## config.mk

```make
export PLATFORM = sky130hd
export DESIGN_NAME = eng_clamp_regs
export DESIGN_NICKNAME = d
export VERILOG_FILES = /design/src/rtl/eng_clamp_pkg.sv /design/src/rtl/eng_clamp_decode.sv /design/src/rtl/eng_clamp_field_reg.sv /design/src/rtl/eng_clamp_ovr_mux.sv /design/src/rtl/eng_clamp_regs.sv
export SDC_FILE = /design/constraint.sdc
export NUM_CORES = 1
export LEC_CHECK = 0
export CAP_MARGIN = 15
export CORE_UTILIZATION = 30
export CTS_BUF_LIST = sky130_fd_sc_hd__clkbuf_8
export CTS_CLUSTER_DIAMETER = 40
export DETAILED_ROUTE_END_ITERATION = 10
export HOLD_SLACK_MARGIN = 0.06
export PLACE_DENSITY = 0.88
export REMOVE_ABC_BUFFERS = 1
export SETUP_SLACK_MARGIN = 0.05
export SLEW_MARGIN = 40
export SYNTH_ARGS = -nofsm -noshare
export SYNTH_HDL_FRONTEND = slang
export SYNTH_SLANG_ARGS = --single-unit
```

## constraint.sdc

```tcl
create_clock -name clk_i -period 1.4 [get_ports clk_i]
set_input_delay 0.28 -clock clk_i [delete_from_list [all_inputs] [get_ports clk_i]]
set_output_delay 0.28 -clock clk_i [all_outputs]
set_load 0.005 [all_outputs]
```

## src/rtl/eng_clamp_pkg.sv

```systemverilog
package eng_clamp_pkg;
  localparam logic [31:0] ENG_ADDR  = 32'h0000_0200;
  localparam logic [31:0] CLMP_ADDR = 32'h0010_A78C;
  localparam logic [31:0] THRM_ADDR = 32'h0002_0004;

  localparam int unsigned ENG_EN_BIT   = 12;
  localparam int unsigned GATE_EN_BIT  = 27;
  localparam int unsigned CLMP_MSK_BIT = 0;
  localparam int unsigned CLMP_VAL_BIT = 1;
  localparam int unsigned OVR_EN_BIT   = 30;
  localparam int unsigned OVR_VAL_BIT  = 31;

  localparam int unsigned NUM_REGS = 3;

  typedef enum logic [1:0] {
    SEL_NONE = 2'd0,
    SEL_ENG  = 2'd1,
    SEL_CLMP = 2'd2,
    SEL_THRM = 2'd3
  } reg_sel_e;

  function automatic logic [31:0] impl_mask(int idx);
    case (idx)
      0:       return (32'h1 << ENG_EN_BIT) | (32'h1 << GATE_EN_BIT);
      1:       return (32'h1 << CLMP_MSK_BIT) | (32'h1 << CLMP_VAL_BIT);
      default: return (32'h1 << OVR_EN_BIT) | (32'h1 << OVR_VAL_BIT);
    endcase
  endfunction

  function automatic reg_sel_e sel_of(int idx);
    case (idx)
      0:       return SEL_ENG;
      1:       return SEL_CLMP;
      default: return SEL_THRM;
    endcase
  endfunction
endpackage

```

## src/rtl/eng_clamp_decode.sv

```systemverilog
module eng_clamp_decode
  import eng_clamp_pkg::*;
#(
  parameter int unsigned ADDR_W = 24
) (
  input  logic [ADDR_W-1:0] addr_i,
  output reg_sel_e          sel_o
);
  always_comb begin
    if (addr_i == ADDR_W'(ENG_ADDR))       sel_o = SEL_ENG;
    else if (addr_i == ADDR_W'(CLMP_ADDR)) sel_o = SEL_CLMP;
    else if (addr_i == ADDR_W'(THRM_ADDR)) sel_o = SEL_THRM;
    else                                   sel_o = SEL_NONE;
  end
endmodule

```

## src/rtl/eng_clamp_field_reg.sv

```systemverilog
module eng_clamp_field_reg #(
  parameter int unsigned          DATA_W = 32,
  parameter logic [DATA_W-1:0]    IMPL   = '0,
  parameter logic [DATA_W-1:0]    RST    = '0
) (
  input  logic              clk_i,
  input  logic              rst_ni,
  input  logic              we_i,
  input  logic [DATA_W-1:0] wdata_i,
  output logic [DATA_W-1:0] q_o
);
  // Only implemented bits hold state; the rest stay 0.
  always_ff @(posedge clk_i or negedge rst_ni) begin
    if (!rst_ni)   q_o <= RST & IMPL;
    else if (we_i) q_o <= wdata_i & IMPL;
  end
endmodule

```

## src/rtl/eng_clamp_ovr_mux.sv

```systemverilog
module eng_clamp_ovr_mux #(
  parameter int unsigned N = 1
) (
  input  logic [N-1:0] force_i,
  input  logic [N-1:0] val_i,
  input  logic [N-1:0] dflt_i,
  output logic [N-1:0] y_o
);
  for (genvar i = 0; i < N; i++) begin : g_mux
    assign y_o[i] = force_i[i] ? val_i[i] : dflt_i[i];
  end
endmodule

```

## src/rtl/eng_clamp_regs.sv

```systemverilog
module eng_clamp_regs
  import eng_clamp_pkg::*;
#(
  parameter int unsigned ADDR_W = 24,
  parameter int unsigned DATA_W = 32
) (
  input  logic              clk_i,
  input  logic              rst_ni,
  input  logic              req_i,
  input  logic              we_i,
  input  logic [ADDR_W-1:0] addr_i,
  input  logic [DATA_W-1:0] wdata_i,
  output logic              ack_o,
  output logic [DATA_W-1:0] rdata_o,
  input  logic              clamp_dflt_i,
  input  logic              boot_pg_i,
  output logic              eng_rst_o,
  output logic              gate_ctl_en_o,
  output logic              clamp_o,
  output logic              pg_req_o
);
  reg_sel_e          sel;
  logic [DATA_W-1:0] reg_q [NUM_REGS];
  logic [DATA_W-1:0] rd_mux;
  logic [1:0]        mux_y;

  eng_clamp_decode #(.ADDR_W(ADDR_W)) u_dec (
    .addr_i (addr_i),
    .sel_o  (sel)
  );

  for (genvar g = 0; g < NUM_REGS; g++) begin : g_reg
    eng_clamp_field_reg #(
      .DATA_W (DATA_W),
      .IMPL   (DATA_W'(impl_mask(g))),
      .RST    ('0)
    ) u_reg (
      .clk_i   (clk_i),
      .rst_ni  (rst_ni),
      .we_i    (req_i && we_i && (sel == sel_of(g))),
      .wdata_i (wdata_i),
      .q_o     (reg_q[g])
    );
  end

  always_comb begin
    case (sel)
      SEL_ENG:  rd_mux = reg_q[0];
      SEL_CLMP: rd_mux = reg_q[1];
      SEL_THRM: rd_mux = reg_q[2];
      default:  rd_mux = '0;
    endcase
  end

  always_ff @(posedge clk_i or negedge rst_ni) begin
    if (!rst_ni) begin
      ack_o   <= 1'b0;
      rdata_o <= '0;
    end else begin
      ack_o   <= req_i;
      rdata_o <= (req_i && !we_i) ? rd_mux : '0;
    end
  end

  assign eng_rst_o     = ~reg_q[0][ENG_EN_BIT];
  assign gate_ctl_en_o = reg_q[0][GATE_EN_BIT];

  // bit 0: clamp, bit 1: power-gate request
  eng_clamp_ovr_mux #(.N(2)) u_mux (
    .force_i ({reg_q[2][OVR_EN_BIT],  reg_q[1][CLMP_MSK_BIT]}),
    .val_i   ({reg_q[2][OVR_VAL_BIT], reg_q[1][CLMP_VAL_BIT]}),
    .dflt_i  ({boot_pg_i,             clamp_dflt_i}),
    .y_o     (mux_y)
  );

  assign clamp_o  = mux_y[0];
  assign pg_req_o = mux_y[1];
endmodule

```

==> run metrics, run 1 <==
status=finished, final reports clean; CP top delay family=flip-flops; # hold bufs at CTS=0; M2 GR Usage=0.267; met3 GRT Util=0.0326; GR Util All Layers=0.139; synthesized area=863 um^2; fmax=742 MHz; fin cells=169; Detailed Place HPWL=1670 um; Port-buffer cells=46; Placed Cells=163; Fillers=253; largest family of logic cells by synthesized area=simple AND/OR/NAND/NOR gates; initial core utilization=0.316; clock sink count=13; CTS tree=done; utilization after layout=0.516; simple-gate portion of the synthesized area=0.271; sequential share of the synthesized area=0.377; max_cap viols=0; vias per cell=4.30; final total power=0.000872 W; Crit. End Element=primary output; yosys warns=0; mux cell area share after synthesis=0.104; setup slack, reg-to-reg=0.47 ns; Int Pwr=0.000658 W; Worst Path Arrival=1.07 ns; crit start category=register; final WL=2050 um; die area=0.00310 mm^2; Hold WS=0.154 ns; GRT Max-Usage Layer=met2; CP cell instances=mux2_4, buf_6; pin count of the biggest net entering global routing=14; total gr overflow=0; Clock transition at path regs=0.06 ns; Crit Path Class=register to primary output; vias=726; CP max-delay cell=dfrtp_1; layout cells sized above 1=0.355; XOR/XNOR Fraction of Synth Area=0; nets@finish=201; R2R cell count=2; Leak=0.766 nW; CP Data Required Time=1.12 ns; Setup violations, final=0; RSZ-0062 raised after global routing=yes; Hold Path Sink=ack_o; Final GP Congestion=0.742; CORE AREA=0.00273 mm^2; power share of the clock group=0.384; starting DRC count in detailed routing=3; Reg2Reg Capture Point=g_reg[1].u_reg.q_o[0]; Clock Latency Late Sink=0.24 ns; Worst Hold Class=input port to register; H-tree Lvls=1; Min-Delay Path Depth=1; Gate power share=0.183; antenna diode count=0; DRT antenna net count=0; Layout area overhead=63.3%; clock root buffer=clkbuf_8; DRT Pass-1 Iters=2; post-route minimum period=1.35 ns; Slew Viols, Final=0; Yosys reg bits=13; first-pass GRT wire length=3200 um; CP bufs+invs=1; die width=55.6 um; power share of the sequential group=0.433; antenna violations before repair=0; CTS max path bufs=2; power density over the cells=619 mW/mm^2; Adder-Cell Fraction of Synth Area=0; Avg WL per Cell=12.1 um; sw power=0.000214 W; met1 Track Usage GR=0.139; final worst path period share=0.962; Cells after Synth=79; max incr delay on CP=0.39 ns; Mean Syn Cell Area=10.9 um^2; Cell variety after synth=24; DRC viols=0; Fin. Hold Viols=0; num rows=19; clock skew=0.000349 ns; DIE HEIGHT=55.6 um; Crit Reg-Reg Startpoint=g_reg[1].u_reg.q_o[0]; Sw Ratio=0.246; hold_sp=req_i; Compound-Gate Fraction of Synth Area=0; CP max FO=2; Peak supply drop=0.441 mV; CTS Buf Count=3; I/O Pins=99; number of global-route vias before repair=719
==> cell families after synthesis <==
group | Yosys count
flip-flops | 13
other | 1
AND/OR/NAND/NOR | 27
multiplexers | 8
buffers and inverters | 30
==> layer usage <==
layer	share of wire	up-vias	wire (um)
met4	0.019	0	38
met1	0.36	333	731
met3	0.084	5	172
li1	-	339	-
met5	0	-	0
met2	0.54	49	1100
==> state kept, by name (all words and copies together) (netlist names) <==
| signal | count |
|---|---|
| g.u_reg.q_o | 6 |
| rdata_o | 6 |
| ack_o | 1 |
==> Yosys cell counts, drive strengths merged <==
library cell	count	share of area
conb	1	0.0043
nand2b	1	0.0073
nor4	5	0.061
and2	2	0.014
nor4b	1	0.028
nand4	2	0.032
inv	4	0.017
nand2	1	0.0043
nor2	3	0.013
nand4b	1	0.010
buf	26	0.23
and4	2	0.020
dfrtp	13	0.38
nand3	1	0.0058
or3	1	0.0073
nor3	6	0.059
nand3b	1	0.0087
mux2	8	0.10
==> how the worst max path moves through the flow <==
| stage | startpoint | to | slack [ns] | cells past startpoint |
|---|---|---|---|---|
| 2_1_floorplan | addr_i[13] | g_reg[2].u_reg.q_o[30] | -0.07 | 4 |
| 3_3_place_gp | addr_i[13] | g_reg[2].u_reg.q_o[30] | -0.58 | 5 |
| 3_5_place_dp | addr_i[13] | g_reg[0].u_reg.q_o[12] | -0.65 | 5 |
| 4_1_cts | addr_i[11] | g_reg[0].u_reg.q_o[12] | 0.04 | 6 |
| 5_1_grt | addr_i[11] | g_reg[1].u_reg.q_o[0] | -0.02 | 6 |
| 6_report | g_reg[2].u_reg.q_o[30] | pg_req_o | 0.05 | 2 |
==> layout by cell type (no fill, tap or decap), drive strengths merged <==
cell	n
mux2	8
nand2	1
dfrtp	13
clkbuf	5
dlygate4sd2	11
buf	25
conb	26
nand2b	1
inv	5
or3	1
nand3	1
and4	2
nand4b	1
nor2	3
nor4	5
nand3b	1
nand4	2
nor3	6
dlymetal6s2s	4
nor4b	1
clkdlybuf4s15	6
clkdlybuf4s50	8
and2	2
==> repair_timing <==
item                                    CTS  global route
pin swaps                                14             4
hold endpoints to repair                  0             0
endpoints found under the setup margin   18            16
setup buffers                             2             0
resized for setup                        95            17
==> layout make-up <==
class	count	area, um^2	share of cell area
flip-flops and latches	13	325	0.231
clock buffers	3	41.3	0.0293
repair buffers	56	478	0.339
multi-input cells	61	508	0.360
well taps	31	38.8	0.0275
clock inverters	1	3.75	0.00266
inverters	4	15.0	0.0106
==> power groups by stage <==
stage / sequential [W] / combinational, W / clock [W]
after global placement: 0.000384 / 0.000165 / 0
after detailed placement: 0.000384 / 0.000170 / 0
after CTS: 0.000378 / 0.000153 / 0.000334
final: 0.000378 / 0.000160 / 0.000335
after global routing: 0.000377 / 0.000173 / 0.000356
after floorplan: 0.000385 / 0.0000335 / 0
==> stage by stage <==
step	cell area, um^2	TNS, ns	setup slack [ns]
5_1_grt	1410	-0.0224	-0.0224
2_1_floorplan	762	-0.311	-0.0681
3_5_place_dp	1320	-6.75	-0.650
4_1_cts	1370	0	0.0415
6_report	1410	0	0.0527
3_3_place_gp	1320	-6.06	-0.582
Note: power is estimated with default switching activity, not from simulation.
==> run 2: changes to the inputs <==
--- a/config.mk
+++ b/config.mk
@@ -11,9 +11,10 @@
 export CTS_CLUSTER_DIAMETER = 40
 export DETAILED_ROUTE_END_ITERATION = 10
 export HOLD_SLACK_MARGIN = 0.06
+export MAX_ROUTING_LAYER = met4
 export PLACE_DENSITY = 0.88
 export REMOVE_ABC_BUFFERS = 1
-export SETUP_SLACK_MARGIN = 0.05
+export SETUP_SLACK_MARGIN = 0.5
 export SLEW_MARGIN = 40
 export SYNTH_ARGS = -nofsm -noshare
 export SYNTH_HDL_FRONTEND = slang
==> run metrics, run 2 (synthesis results as in run 1) <==
status=finished, final reports clean; WL met2=1180 um (+7.0%); DIE HEIGHT=55.6 um (unchanged); fmax=745 MHz (+0.35%); # hold bufs at CTS=0 (unchanged); Crit Path Class=register to primary output; Largest regs=g.u_reg.q_o x6, rdata_o x6, ack_o x1; commonest cells after routing, fill and taps aside=conb_1 (26), buf_2 (19), dfrtp_1 (13), buf_4 (13), buf_6 (9); max incr delay on CP=0.39 ns (about the same); max_cap viols=0 (unchanged); commonest non-fill, non-tap cell in the layout=conb_1; Highest Signal Layer=met4; die width=55.6 um (unchanged); layout cells sized above 1=0.497 (+0.141); Slew Viols, Final=0 (unchanged); CTS Buf Count=3 (unchanged); post-route minimum period=1.34 ns (-0.00465 ns); initial core utilization=0.316 (unchanged); pin count of the biggest net entering global routing=14 (unchanged); Port-buffer cells=46 (unchanged); number of global-route vias before repair=739 (+2.8%); DRT antenna net count=0 (unchanged); CORE AREA=0.00273 mm^2 (unchanged); utilization after layout=0.541 (+0.0256); Leak=0.780 nW (+1.9%); Sw Ratio=0.242 (-0.00401); RSZ-0062 raised after global routing=yes; CP bufs+invs=1 (unchanged); Fillers=224 (-11%); Gate power share=0.194 (+0.011); antenna violations before repair=0 (unchanged); clock sink count=13 (unchanged); CP top delay family=flip-flops; vias per cell=4.29 (about the same); antenna diode count=0 (unchanged); Placed Cells=163 (unchanged); crit start category=register; Clock Latency Late Sink=0.24 ns (about the same); CP Data Required Time=1.12 ns (about the same); starting DRC count in detailed routing=8 (+5); Setup violations, final=0 (unchanged); GR Util All Layers=0.150 (+0.0116); Peak supply drop=0.437 mV (-0.73%); H-tree Lvls=1 (unchanged); Worst Path Arrival=1.06 ns (about the same); clock skew=0.000593 ns (+0.000244 ns); TNS Setup=0 ns (unchanged); CP cell instances=mux2_4, buf_6; Crit. End Element=primary output; Layout area overhead=71.4%; final worst path period share=0.959 (-0.00332); power share of the sequential group=0.431 (-0.002); Detailed Place HPWL=1670 um (unchanged); I/O Pins=99 (unchanged); num rows=19 (unchanged); sw power=0.000212 W (-1.3%); DRC viols=0 (unchanged); CP max-delay cell=dfrtp_1; WL met1=760 um (+4.0%); CTS max path bufs=2 (unchanged); clock root buffer=clkbuf_8; Clock transition at path regs=0.05 ns (about the same); nets@finish=206 (+2.5%); metal3 WL=171 um (-0.58%); Avg WL per Cell=12.3 um (+1.9%); power density over the cells=591 mW/mm^2 (-4.4%); final WL=2150 um (+4.9%); Final GP Congestion=0.751 (+1.3%); first-pass GRT wire length=3380 um (+5.6%); DRT Pass-1 Iters=4 (+2); Int Pwr=0.000664 W (+0.89%); total gr overflow=0 (unchanged); Worst Hold Class=input port to register; die area=0.00310 mm^2 (unchanged); CP max FO=2 (unchanged); CTS tree=done; Fin. Hold Viols=0 (unchanged); vias=747 (+2.9%); fin cells=174 (+3.0%); power share of the clock group=0.374 (-0.010)
[run 2: area by class of cell]
type	instances	area, um^2	area share
well taps	31	38.8	0.0262
clock inverters	1	3.75	0.00254
inverters	4	15.0	0.0101
clock buffers	3	41.3	0.0279
repair buffers	61	488	0.330
multi-input cells	61	568	0.384
flip-flops and latches	13	325	0.220
[run 2: path summary, 6_finish.rpt]
kind	cells after the start	slack [ns]	from	to
min in group asynchronous	2	0.35	rst_ni	rdata_o[1]
max	2	0.06	g_reg[2].u_reg.q_o[30]	pg_req_o
max in group asynchronous	2	0.88	rst_ni	g_reg[2].u_reg.q_o[31]
min reg2reg	2	0.52	g_reg[1].u_reg.q_o[1]	rdata_o[1]
min	1	0.16	req_i	ack_o
max reg2reg	3	0.36	g_reg[0].u_reg.q_o[12]	g_reg[0].u_reg.q_o[12]
[run 2: layer usage]
metal,vias up,global-route usage
li1,348,-
met3,5,0.0326
met1,343,0.149
met4,0,0.0643
met5,-,-
met2,51,0.281
[run 2: power by group through the flow]
stage                     clock network [W]  logic (W)  registers (W)
after CTS                          0.000334   0.000165       0.000378
after global placement                    0   0.000165       0.000384
after global routing               0.000361   0.000183       0.000377
after floorplan                           0  0.0000335       0.000385
after detailed placement                  0   0.000170       0.000384
final                              0.000328   0.000170       0.000378
[run 2: repair_timing]
item                       in CTS  in global routing
gates resized for setup       149                  8
pin swaps                      15                  4
setup buffers                   3                  4
setup endpoints to repair      23                 23
[run 2: stage by stage]
step	setup slack [ns]	area, um^2	power (W)	hold slack (ns)
after floorplan	-0.0681	762	0.000418	-0.0156
after global placement	-0.582	1320	0.000549	0.467
after detailed placement	-0.650	1320	0.000554	0.500
after CTS	0.0539	1410	0.000877	0.153
after global routing	0.0144	1480	0.000921	0.146
final	0.0574	1480	0.000875	0.155
==> run 3: changes to the inputs <==
--- a/config.mk
+++ b/config.mk
@@ -6,13 +6,14 @@
 export NUM_CORES = 1
 export LEC_CHECK = 0
 export CAP_MARGIN = 15
-export CORE_UTILIZATION = 30
+export CORE_UTILIZATION = 28
 export CTS_BUF_LIST = sky130_fd_sc_hd__clkbuf_8
 export CTS_CLUSTER_DIAMETER = 40
 export DETAILED_ROUTE_END_ITERATION = 10
+export GPL_TIMING_DRIVEN = 0
 export HOLD_SLACK_MARGIN = 0.06
 export MAX_ROUTING_LAYER = met4
-export PLACE_DENSITY = 0.88
+export PLACE_DENSITY = 0.83
 export REMOVE_ABC_BUFFERS = 1
 export SETUP_SLACK_MARGIN = 0.5
 export SLEW_MARGIN = 40
==> constraint.sdc (replaced) <==
create_clock -name clk_i -period 1.5 [get_ports clk_i]
set_input_delay 0.3 -clock clk_i [delete_from_list [all_inputs] [get_ports clk_i]]
set_output_delay 0.3 -clock clk_i [all_outputs]
set_load 0.005 [all_outputs]
==> run metrics, run 3 (synthesis results as in run 1) <==
post-route minimum period=1.39 ns; total gr overflow=0 (unchanged); GR Util All Layers=0.149 (-0.00181); clock root buffer=clkbuf_8; H-tree Lvls=1 (unchanged); Worst Hold Class=input port to register; Clock transition at path regs=0.06 ns (about the same); failing checks=DRC; vias=722 (-3.3%); Fillers=256 (+14%); clock skew=0.00506 ns (+0.00447 ns); final WL=2170 um (+1.0%); Crit. End Element=register; DRT Pass-1 Iters=6 (+2); setup slack, reg-to-reg=0.40 ns (+0.04 ns); final worst path period share=0.924; max_cap viols=0 (unchanged); Avg WL per Cell=12.7 um (+2.8%); Crit Path Class=input port to register; Peak supply drop=0.248 mV (-43%); CORE AREA=0.00283 mm^2 (+3.5%); I/O Pins=99 (unchanged); commonest non-fill, non-tap cell in the layout=conb_1; Max-Slew Margin vs Limit=0.603; initial core utilization=0.305 (-0.0106); layout cells sized above 1=0.479 (-0.0179); CP Data Required Time=1.63 ns (+0.51 ns); Clock Latency Late Sink=0.24 ns (about the same); Largest regs=g.u_reg.q_o x6, rdata_o x6, ack_o x1; fmax=721 MHz; starting DRC count in detailed routing=7 (-1); status=finished with violations; antenna violations before repair=0 (unchanged); pin count of the biggest net entering global routing=14 (unchanged); # hold bufs at CTS=0 (unchanged); pre-CTS setup slack=-0.558 ns (+0.0924 ns); Fin. Hold Viols=0 (unchanged); CTS Buf Count=3 (unchanged); Leak=0.775 nW (-0.72%); power density over the cells=563 mW/mm^2 (-4.9%); Worst Path Arrival=1.51 ns (+0.45 ns); Slew Viols, Final=0 (unchanged); Setup violations, final=0 (unchanged); CP max FO=3 (+1); first-pass GRT wire length=3510 um (+3.9%); RSZ-0062 raised after global routing=yes; die width=57.5 um (+3.4%); number of global-route vias before repair=748 (+1.2%); final setup margin=0.113 ns (+0.0560 ns); Hold Path Sink=ack_o; clock sink count=13 (unchanged); final total power=0.000813 W (-7.1%); CTS max path bufs=2 (unchanged); Slew @ Worst Pin=0.594 ns; die area=0.00331 mm^2 (+6.9%); crit start category=input port; vias per cell=4.22 (-1.7%); antenna diode count=0 (unchanged); Min-Delay Path Depth=1 (unchanged); num rows=19 (unchanged); Crit Reg-Reg Startpoint=g_reg[0].u_reg.q_o[12]; Post-DP Area=0.00126 mm^2 (-4.5%); utilization after layout=0.511 (-0.0306); Reg2Reg Capture Point=rdata_o[12]; hold_sp=req_i; nets@finish=203 (-1.5%); DIE HEIGHT=57.5 um (+3.4%); Detailed Place HPWL=1590 um (-5.0%); Final GP Congestion=0.651 (-13%); Layout area overhead=67.4%; R2R cell count=5 (+2); DRC viols=2 (+2); DRT antenna net count=0 (unchanged); fin area=0.00145 mm^2 (-2.4%); Port-buffer cells=46 (unchanged); CTS tree=done; commonest cells after routing, fill and taps aside=conb_1 (26), buf_2 (19), dfrtp_1 (13)
-- run 3: cell types whose count changed in the layout (fill, tap and decap cells not counted), sizes merged --
cell           change
clkdlybuf4s15      -1
inv                -1
dlygate4sd2        +1
buf                -3
clkinv             +1
-- run 3: final cells by class --
type / count / area [um^2] / area share
Multi-Input combinational cell: 61 / 558 / 0.386
Timing Repair Buffer: 58 / 462 / 0.319
Clock inverter: 1 / 5.00 / 0.00346
Inverter: 4 / 15.0 / 0.0104
Clock buffer: 3 / 41.3 / 0.0286
Tap cell: 31 / 38.8 / 0.0268
Sequential cell: 13 / 325 / 0.225
-- run 3: timing repair --
item | in CTS | in global routing
endpoints found under the setup margin | 23 | 23
resized for setup | 149 | 8
pin swaps | 17 | 3
gates cloned | 0 | 0
setup buffers | 10 | 2
-- run 3: worst max-delay path: stages --
cell and delay, ns:
buf_6 0.09, nor4_4 0.29, buf_4 0.16, nand4_4 0.11, nor3_4 0.22, mux2_4 0.33
-- run 3: per-layer routing --
layer | wire length, um | part of all wire | up-vias | GRT usage
met5 | 0 | 0 | - | -
met1 | 723 | 0.33 | 330 | 0.150
li1 | - | - | 343 | -
met3 | 196 | 0.090 | 0 | 0.0363
met4 | 0 | 0 | 0 | 0.0314
met2 | 1250 | 0.58 | 49 | 0.286
-- run 3: worst max path at each step --
stage / start / to
5_1_grt: addr_i[4] / g_reg[0].u_reg.q_o[12]
2_1_floorplan: addr_i[13] / g_reg[2].u_reg.q_o[30]
3_3_place_gp: addr_i[1] / g_reg[2].u_reg.q_o[31]
4_1_cts: req_i / g_reg[1].u_reg.q_o[1]
3_5_place_dp: addr_i[1] / g_reg[0].u_reg.q_o[12]
6_report: addr_i[4] / g_reg[0].u_reg.q_o[12]
-- run 3: power breakdown --
group	total [W]	switching, W	internal (W)
clock network	0.000315	0.000132	0.000183
logic	0.000146	0.0000672	0.0000784
registers	0.000352	0.000000280	0.000352
total	0.000813	0.000199	0.000614
-- run 3: through the flow --
stage	hold slack [ns]	TNS [ns]	std cells
6_report	0.179	0	171
5_1_grt	0.173	0	171
4_1_cts	0.268	0	169
3_5_place_dp	0.502	-5.29	155
3_3_place_gp	0.468	-5.13	155
2_1_floorplan	0.00441	0	78
